[src/rtl/tsc_pkg.sv]
package tsc_pkg;

    localparam int TS_W          = 32;
    localparam int CTRL_EN_BIT   = 0;
    localparam int CTRL_TEST_BIT = 1;
    localparam int CTRL_PIN_LSB  = 8;

    typedef enum logic [3:0] {
        EV_SWPUSH = 4'd0,
        EV_WRAP   = 4'd1,
        EV_HALF   = 4'd2,
        EV_PIN    = 4'd3,
        EV_RX     = 4'd4,
        EV_TX     = 4'd5
    } ev_kind_e;

    typedef enum logic [3:0] {
        RA_ID     = 4'd0,
        RA_CTRL   = 4'd1,
        RA_CLKSEL = 4'd2,
        RA_PUSH   = 4'd3,
        RA_LDVAL  = 4'd4,
        RA_LDEN   = 4'd5,
        RA_RAW    = 4'd8,
        RA_MASK   = 4'd9,
        RA_IEN    = 4'd10,
        RA_POP    = 4'd12,
        RA_EVLO   = 4'd13,
        RA_EVHI   = 4'd14
    } reg_addr_e;

    typedef struct packed {
        logic [4:0]      port;
        ev_kind_e        kind;
        logic [3:0]      msg;
        logic [15:0]     seq;
        logic [TS_W-1:0] stamp;
    } ev_rec_t;

    function automatic logic [31:0] pack_hi(input ev_rec_t r);
        return {3'b000, r.port, r.kind, r.msg, r.seq};
    endfunction

endpackage

[src/rtl/tsc_counter.sv]
module tsc_counter #(
    parameter int W = 32
) (
    input  logic         clk,
    input  logic         rst,
    input  logic         run,
    input  logic         load,
    input  logic [W-1:0] load_val,
    output logic [W-1:0] cnt,
    output logic         wrap_evt,
    output logic         half_evt
);
    localparam logic [W-1:0] ALL_ONES = '1;
    localparam logic [W-1:0] HALF_M1  = {1'b0, {(W-1){1'b1}}};

    logic stepping;
    assign stepping = run && !load;
    assign wrap_evt = stepping && (cnt == ALL_ONES);
    assign half_evt = stepping && (cnt == HALF_M1);

    always_ff @(posedge clk) begin
        if (rst) begin
            cnt <= '0;
        end else if (load) begin
            cnt <= load_val;
        end else if (run) begin
            cnt <= cnt + 1'b1;
        end
    end
endmodule

[src/rtl/tsc_pin_edge.sv]
module tsc_pin_edge #(
    parameter int NPIN = 4
) (
    input  logic            clk,
    input  logic            rst,
    input  logic [NPIN-1:0] pin_async,
    output logic [NPIN-1:0] rise
);
    for (genvar g = 0; g < NPIN; g++) begin : g_pin
        logic [2:0] sh;
        always_ff @(posedge clk) begin
            if (rst) begin
                sh <= '0;
            end else begin
                sh <= {sh[1:0], pin_async[g]};
            end
        end
        assign rise[g] = sh[1] & ~sh[2];
    end
endmodule

[src/rtl/tsc_evt_fifo.sv]
module tsc_evt_fifo #(
    parameter int DEPTH = 16,
    parameter int WIDTH = 61,
    localparam int CNT_W = $clog2(DEPTH + 1)
) (
    input  logic             clk,
    input  logic             rst,
    input  logic             wr_en,
    input  logic [WIDTH-1:0] wr_data,
    input  logic             pop,
    output logic [WIDTH-1:0] head,
    output logic [CNT_W-1:0] count,
    output logic             empty,
    output logic             full
);
    localparam int PTR_W = (DEPTH > 1) ? $clog2(DEPTH) : 1;
    localparam logic [PTR_W-1:0] LAST = PTR_W'(DEPTH - 1);

    logic [WIDTH-1:0] mem [DEPTH];
    logic [PTR_W-1:0] wp, rp;
    logic             do_wr, do_pop;

    assign empty  = (count == '0);
    assign full   = (count == CNT_W'(DEPTH));
    assign do_wr  = wr_en && !full;
    assign do_pop = pop && !empty;
    assign head   = mem[rp];

    always_ff @(posedge clk) begin
        if (do_wr) begin
            mem[wp] <= wr_data;
        end
    end

    always_ff @(posedge clk) begin
        if (rst) begin
            wp    <= '0;
            rp    <= '0;
            count <= '0;
        end else begin
            if (do_wr) begin
                wp <= (wp == LAST) ? '0 : wp + 1'b1;
            end
            if (do_pop) begin
                rp <= (rp == LAST) ? '0 : rp + 1'b1;
            end
            case ({do_wr, do_pop})
                2'b10:   count <= count + 1'b1;
                2'b01:   count <= count - 1'b1;
                default: count <= count;
            endcase
        end
    end
endmodule

[src/rtl/tsc_capture_unit.sv]
module tsc_capture_unit
    import tsc_pkg::*;
#(
    parameter int          NPIN     = 4,
    parameter int          DEPTH    = 16,
    parameter int          CLKSEL_W = 5,
    parameter logic [15:0] ID_CODE  = 16'h7A3C,
    parameter logic [4:0]  ID_RTL   = 5'd2,
    parameter logic [2:0]  ID_MAJ   = 3'd1,
    parameter logic [7:0]  ID_MIN   = 8'h05
) (
    input  logic            clk,
    input  logic            rst,
    input  logic [3:0]      bus_addr,
    input  logic            bus_wen,
    input  logic [31:0]     bus_wdata,
    output logic [31:0]     bus_rdata,
    input  logic [NPIN-1:0] hw_pin,
    input  logic            eth_rx_vld,
    input  logic            eth_tx_vld,
    input  logic [4:0]      eth_port,
    input  logic [3:0]      eth_msg,
    input  logic [15:0]     eth_seq,
    output logic            irq,
    output logic            ovf_flag
);
    localparam int CNT_W = $clog2(DEPTH + 1);
    localparam int REC_W = $bits(ev_rec_t);

    // register state
    logic                en_q, test_q, ien_q, ovf_q;
    logic [NPIN-1:0]     pin_en_q;
    logic [CLKSEL_W-1:0] clksel_q;
    logic [TS_W-1:0]     ldval_q;

    // write strobes
    logic wr_ctrl, wr_clksel, wr_ldval, wr_ien;
    logic sw_stb, ld_stb, pop_stb;

    assign wr_ctrl   = bus_wen && (bus_addr == RA_CTRL);
    assign wr_clksel = bus_wen && (bus_addr == RA_CLKSEL);
    assign wr_ldval  = bus_wen && (bus_addr == RA_LDVAL);
    assign wr_ien    = bus_wen && (bus_addr == RA_IEN);
    assign sw_stb    = bus_wen && (bus_addr == RA_PUSH) && bus_wdata[0];
    assign ld_stb    = bus_wen && (bus_addr == RA_LDEN) && bus_wdata[0];
    assign pop_stb   = bus_wen && (bus_addr == RA_POP)  && bus_wdata[0];

    // counter
    logic [TS_W-1:0] cnt_q;
    logic            wrap_evt, half_evt;

    tsc_counter #(.W(TS_W)) u_ctr (
        .clk      (clk),
        .rst      (rst),
        .run      (en_q),
        .load     (ld_stb),
        .load_val (ldval_q),
        .cnt      (cnt_q),
        .wrap_evt (wrap_evt),
        .half_evt (half_evt)
    );

    // hardware pins
    logic [NPIN-1:0] pin_rise, pin_ok;

    tsc_pin_edge #(.NPIN(NPIN)) u_pins (
        .clk       (clk),
        .rst       (rst),
        .pin_async (hw_pin),
        .rise      (pin_rise)
    );

    assign pin_ok = pin_rise & pin_en_q & {NPIN{en_q}};

    // source arbitration: later assignments win
    logic    sw_ok, rx_ok, tx_ok, sel_vld, multi, lost_evt;
    ev_rec_t sel_rec;

    assign sw_ok = en_q && sw_stb;
    assign rx_ok = en_q && eth_rx_vld;
    assign tx_ok = en_q && eth_tx_vld;
    assign multi = $countones({tx_ok, rx_ok, pin_ok, sw_ok, half_evt, wrap_evt}) > 1;

    always_comb begin
        sel_vld = 1'b0;
        sel_rec = '0;
        if (tx_ok) begin
            sel_vld = 1'b1;
            sel_rec = '{port: eth_port, kind: EV_TX, msg: eth_msg, seq: eth_seq, stamp: cnt_q};
        end
        if (rx_ok) begin
            sel_vld = 1'b1;
            sel_rec = '{port: eth_port, kind: EV_RX, msg: eth_msg, seq: eth_seq, stamp: cnt_q};
        end
        for (int i = NPIN - 1; i >= 0; i--) begin
            if (pin_ok[i]) begin
                sel_vld = 1'b1;
                sel_rec = '{port: 5'(i + 1), kind: EV_PIN, msg: 4'd0, seq: 16'd0, stamp: cnt_q};
            end
        end
        if (sw_ok) begin
            sel_vld = 1'b1;
            sel_rec = '{port: 5'd0, kind: EV_SWPUSH, msg: 4'd0, seq: 16'd0, stamp: cnt_q};
        end
        if (half_evt) begin
            sel_vld = 1'b1;
            sel_rec = '{port: 5'd0, kind: EV_HALF, msg: 4'd0, seq: 16'd0,
                        stamp: {1'b1, {(TS_W-1){1'b0}}}};
        end
        if (wrap_evt) begin
            sel_vld = 1'b1;
            sel_rec = '{port: 5'd0, kind: EV_WRAP, msg: 4'd0, seq: 16'd0, stamp: '0};
        end
    end

    // event queue
    ev_rec_t          head_rec;
    logic [CNT_W-1:0] fifo_cnt;
    logic             fifo_empty, fifo_full, fifo_wr;

    assign fifo_wr  = sel_vld && !fifo_full;
    assign lost_evt = (sel_vld && fifo_full) || multi;

    tsc_evt_fifo #(.DEPTH(DEPTH), .WIDTH(REC_W)) u_fifo (
        .clk     (clk),
        .rst     (rst),
        .wr_en   (fifo_wr),
        .wr_data (sel_rec),
        .pop     (pop_stb),
        .head    (head_rec),
        .count   (fifo_cnt),
        .empty   (fifo_empty),
        .full    (fifo_full)
    );

    // register file
    always_ff @(posedge clk) begin
        if (rst) begin
            en_q     <= 1'b0;
            test_q   <= 1'b0;
            pin_en_q <= '0;
            clksel_q <= '0;
            ldval_q  <= '0;
            ien_q    <= 1'b0;
            ovf_q    <= 1'b0;
        end else begin
            if (wr_ctrl) begin
                en_q     <= bus_wdata[CTRL_EN_BIT];
                test_q   <= bus_wdata[CTRL_TEST_BIT];
                pin_en_q <= bus_wdata[CTRL_PIN_LSB +: NPIN];
            end
            if (wr_clksel) clksel_q <= bus_wdata[CLKSEL_W-1:0];
            if (wr_ldval)  ldval_q  <= bus_wdata;
            if (wr_ien)    ien_q    <= bus_wdata[0];
            if (lost_evt)  ovf_q    <= 1'b1;
        end
    end

    // pending flags
    logic raw_pend, mask_pend;
    assign raw_pend  = !fifo_empty || test_q;
    assign mask_pend = raw_pend && ien_q;
    assign irq       = mask_pend;
    assign ovf_flag  = ovf_q;

    // read mux
    always_comb begin
        bus_rdata = '0;
        case (bus_addr)
            RA_ID:     bus_rdata = {ID_CODE, ID_RTL, ID_MAJ, ID_MIN};
            RA_CTRL: begin
                bus_rdata[CTRL_EN_BIT]            = en_q;
                bus_rdata[CTRL_TEST_BIT]          = test_q;
                bus_rdata[CTRL_PIN_LSB +: NPIN]   = pin_en_q;
            end
            RA_CLKSEL: bus_rdata[CLKSEL_W-1:0] = clksel_q;
            RA_LDVAL:  bus_rdata = ldval_q;
            RA_RAW:    bus_rdata[0] = raw_pend;
            RA_MASK:   bus_rdata[0] = mask_pend;
            RA_IEN:    bus_rdata[0] = ien_q;
            RA_EVLO:   if (!fifo_empty) bus_rdata = head_rec.stamp;
            RA_EVHI:   if (!fifo_empty) bus_rdata = pack_hi(head_rec);
            default:   bus_rdata = '0;
        endcase
    end
endmodule

[config.mk]
export PLATFORM = sky130hd
export DESIGN_NAME = tsc_capture_unit
export DESIGN_NICKNAME = d
export VERILOG_FILES = /design/src/rtl/tsc_pkg.sv /design/src/rtl/tsc_counter.sv /design/src/rtl/tsc_pin_edge.sv /design/src/rtl/tsc_evt_fifo.sv /design/src/rtl/tsc_capture_unit.sv
export SDC_FILE = /design/constraint.sdc
export NUM_CORES = 1
export LEC_CHECK = 0
export ABC_CLOCK_PERIOD_IN_PS = 11100
export BUFFER_PORTS_ARGS = -buffer_cell sky130_fd_sc_hd__buf_2
export CORE_UTILIZATION = 25
export CTS_BUF_LIST = sky130_fd_sc_hd__clkbuf_4
export DETAILED_ROUTE_END_ITERATION = 6
export PLACE_DENSITY = 0.39
export SYNTH_ARGS = -nofsm -noshare
export SYNTH_HDL_FRONTEND = slang
export SYNTH_SLANG_ARGS = --single-unit
[constraint.sdc]
create_clock -name clk -period 11.1 [get_ports clk]
set_clock_uncertainty 0.05 [all_clocks]
set_input_delay 0 -clock clk [delete_from_list [all_inputs] [get_ports clk]]
set_output_delay 0 -clock clk [all_outputs]
set_load 0.005 [all_outputs]
==> flow_summary.ini <==
[power_and_ir_drop]
power_density_mw_per_mm2 = 152.8
max-vdd-ir-drop_uv = 89.80
cellLeakagePower_uw = 0.01722

[cells_and_area]
final_util = 0.3042
fin_nets = 2917
drive_gt1_frac = 0.2932
area_growth_pct = 20.26

[critical_path]
endpoint_kind = register
cp.arrival_ps = 6590
critPathMaxStageDelay_ps = 630
rrSetupSlack_ps = 5710
cp_max_fo = 67
required_ps = 12060
reg2regPathDepth = 14
cp_slowest_cell = and4_1
reg2reg_from = u_ctr.cnt[0]
critPathLaunch = bus_wdata[0]
r2r_end = ovf_flag
crit_end = ovf_flag
path_cells = dlygate4sd3_1 > dlygate4sd3_1 > buf_2 > and4b_1 > nand2_2 > dlygate4sd3_1 > buf_4 > and4_1 > nand2b_1 > fa_1 > fa_1 > fa_1 > fa_1 > fa_1 > nor3_1 > mux2i_1 > nor3b_1 > a21oi_1
startpoint_type = primary input
cp_common_cell = fa_1
critPathKind = primary input to register

[die]
die_area_mm2 = 0.1714
coreArea_mm2 = 0.1678
start_util = 0.2529
die_w_um = 414.0
io_pins = 104
placementRows = 150
die_h_um = 414.0

[sta]
rsz0062_at_grt = false
setup_violations = 0
fmax_mhz = 177.4
min_period_ps = 5637
relSlewSlack = 0.1513
final_max_slew_viol_count = 0
worst_pin_slew_ps = 1266
period_share = 0.5078
finalHoldViolations = 0
tns_ps = 0

[routing]
avgRoutedWirePerCell_um = 25.39
detail_route.first_pass.iterations = 5
viasPerCell = 4.588
ant_nets = 0
drc = 0
drt_wl_total_um = 132500
drtIter0Drc = 1656
vias = 23950

[synthesis]
synthTopCellsByCount = 960 x edfxtp_1, 230 x mux4_2, 166 x nand2_1
ys_seq_area_frac = 0.7294
synth.avg_cell_area_um2 = 18.30
syn-instance-count = 2319
synth-async-reset-ratio = 0
yosys_warnings = 0
synth_nets = 2407
yosysTopAreaCellShare = 0.6793
yosysTopAreaCell = edfxtp_1
ys_top_cells_by_area = edfxtp_1 68%, mux4_2 12%, dfxtp_1 5.0%, mux2i_1 2.3%, nand2_1 1.5%
synth_area_mm2 = 0.04243
ys_ff_latch = 1066
synth_cell_types = 69
yosysMostFrequentCell = edfxtp_1
synth_edf_count = 960
ys.flop_type = edfxtp_1

[hold_path]
hold_depth = 5
holdCritStartpoint = bus_wdata[11]
min_path_type = primary input to register

[clocking]
clockRootBuffer = clkbuf_4
cts_resized = 0
htree_levels = 5
clk_latency_ps = 1190
cts_buffer_depth = 4
cts.clk_slew.worst_paths_ps = 60
cts_sinks = 1066
cts_tree = done
cts_buffers = 299

[global_routing]
antenna_found_initial = 6
grt_use_total = 0.1561
grt_pass1_vias = 26030
grt_max_degree = 87
grt_overflow = 0
grt_pass1_wl_um = 187900

[placed_design]
dpl.hpwl_um = 74610
portBuffers = 103
place_congestion = 0.7905

[run_status]
status = finished clean

[job]
cap_violations = 0
## area by class of cell
class	instances	area (um2)
Sequential cell	1066	30960
Inverter	26	102.6
Clock inverter	62	299.0
Fill cell	16660	116800
Antenna cell	4	10.01
Clock buffer	422	3168
Timing Repair Buffer	345	2830
Multi-Input combinational cell	1091	10900
Tap cell	2204	2758
## flip-flops by register name (all words and copies together) (netlist names), named ones only
| register | flops |
|---|---|
| u_fifo.rp | 4 |
| u_pins.g_pin.sh | 12 |
| ien_q | 1 |
| ovf_flag | 1 |
| en_q | 1 |
| ldval_q | 32 |
| u_fifo.count | 5 |
| u_fifo.wp | 4 |
| clksel_q | 5 |
| u_fifo.mem | 960 |
| test_q | 1 |
| pin_en_q | 4 |
| u_ctr.cnt | 32 |
## logic make-up (layout without fill, tap and decap cells)
family	Yosys count	in the layout	share of synthesized area
XOR/XNOR	30	30	0.006192
AND/OR/NAND/NOR	481	481	0.05705
flip-flops	1066	1066	0.7294
adder cells (fa/ha/maj)	18	18	0.006369
AO/OA/AOI/OAI	226	226	0.03695
buffers and inverters	162	855	0.01675
multiplexers	336	336	0.1473
other	0	4	0
## cell usage in the layout, fill, tap and decap left out, types with 16 or more instances in the layout
cell type      count
o21ai_0           19
o211ai_1          19
dlygate4sd3_1    188
and3_1            47
a211oi_1          42
clkinv_1          43
dfxtp_1          102
edfxtp_1         960
xor2_1            18
clkbuf_4         422
nand3_1           35
mux4_2           230
a21oi_1           58
nor3_1            18
o22ai_1           16
nor2_1            78
mux2i_1           97
buf_2            102
buf_4             53
nand2_1          165
nor2b_1           29
inv_1             23
and2_1            26
## critical path: cells and delay by family
kind	cells	cell delay, ps
AO/OA/AOI/OAI	1	90
adder cells (fa/ha/maj)	5	2500
buffers and inverters	5	2350
multiplexers	1	120
AND/OR/NAND/NOR	6	1490
## per-stage QoR
step           instance area, um2  power [uW]  worst slack [ps]  hold slack (ps)  instances
2_1_floorplan               42430        4435              4810            78.18       2319
3_3_place_gp                45650        4471              5528            174.5       4543
3_5_place_dp                45650        4472              5694            165.2       4543
4_1_cts                     51020        7939              5234            14.61       5216
5_1_grt                     51030        8130              5207            109.1       5219
6_report                    51030        7798              5463            203.8       5220
## what timing repair did
action	CTS	global route
hold buffers	189	0
setup buffers	0	0
hold endpoints to repair	554	0
## routing by layer
metal	track usage	wire length (um)	part of all wire
met5	0	0	0
met4	0.05179	3226	0.024
met3	0.02975	5326	0.040
met2	0.2819	70020	0.53
met1	0.1847	53970	0.41
## power breakdown
part	leakage, uW	internal [uW]	switching (uW)
clock network	0.00211	1780	1590
logic	0.00523	57.7	48.3
registers	0.00989	4310	6.82
## worst min-delay path by stage
stage,end,slack (ps)
global placement,u_pins.g_pin[0].sh[0],170
detailed placement,u_pins.g_pin[0].sh[0],170
CTS,pin_en_q[0],10
finish,ldval_q[11],200
floorplan,u_pins.g_pin[0].sh[0],80
global route,u_fifo.mem[9][56],110
Note: power is estimated with default switching activity, not from simulation.
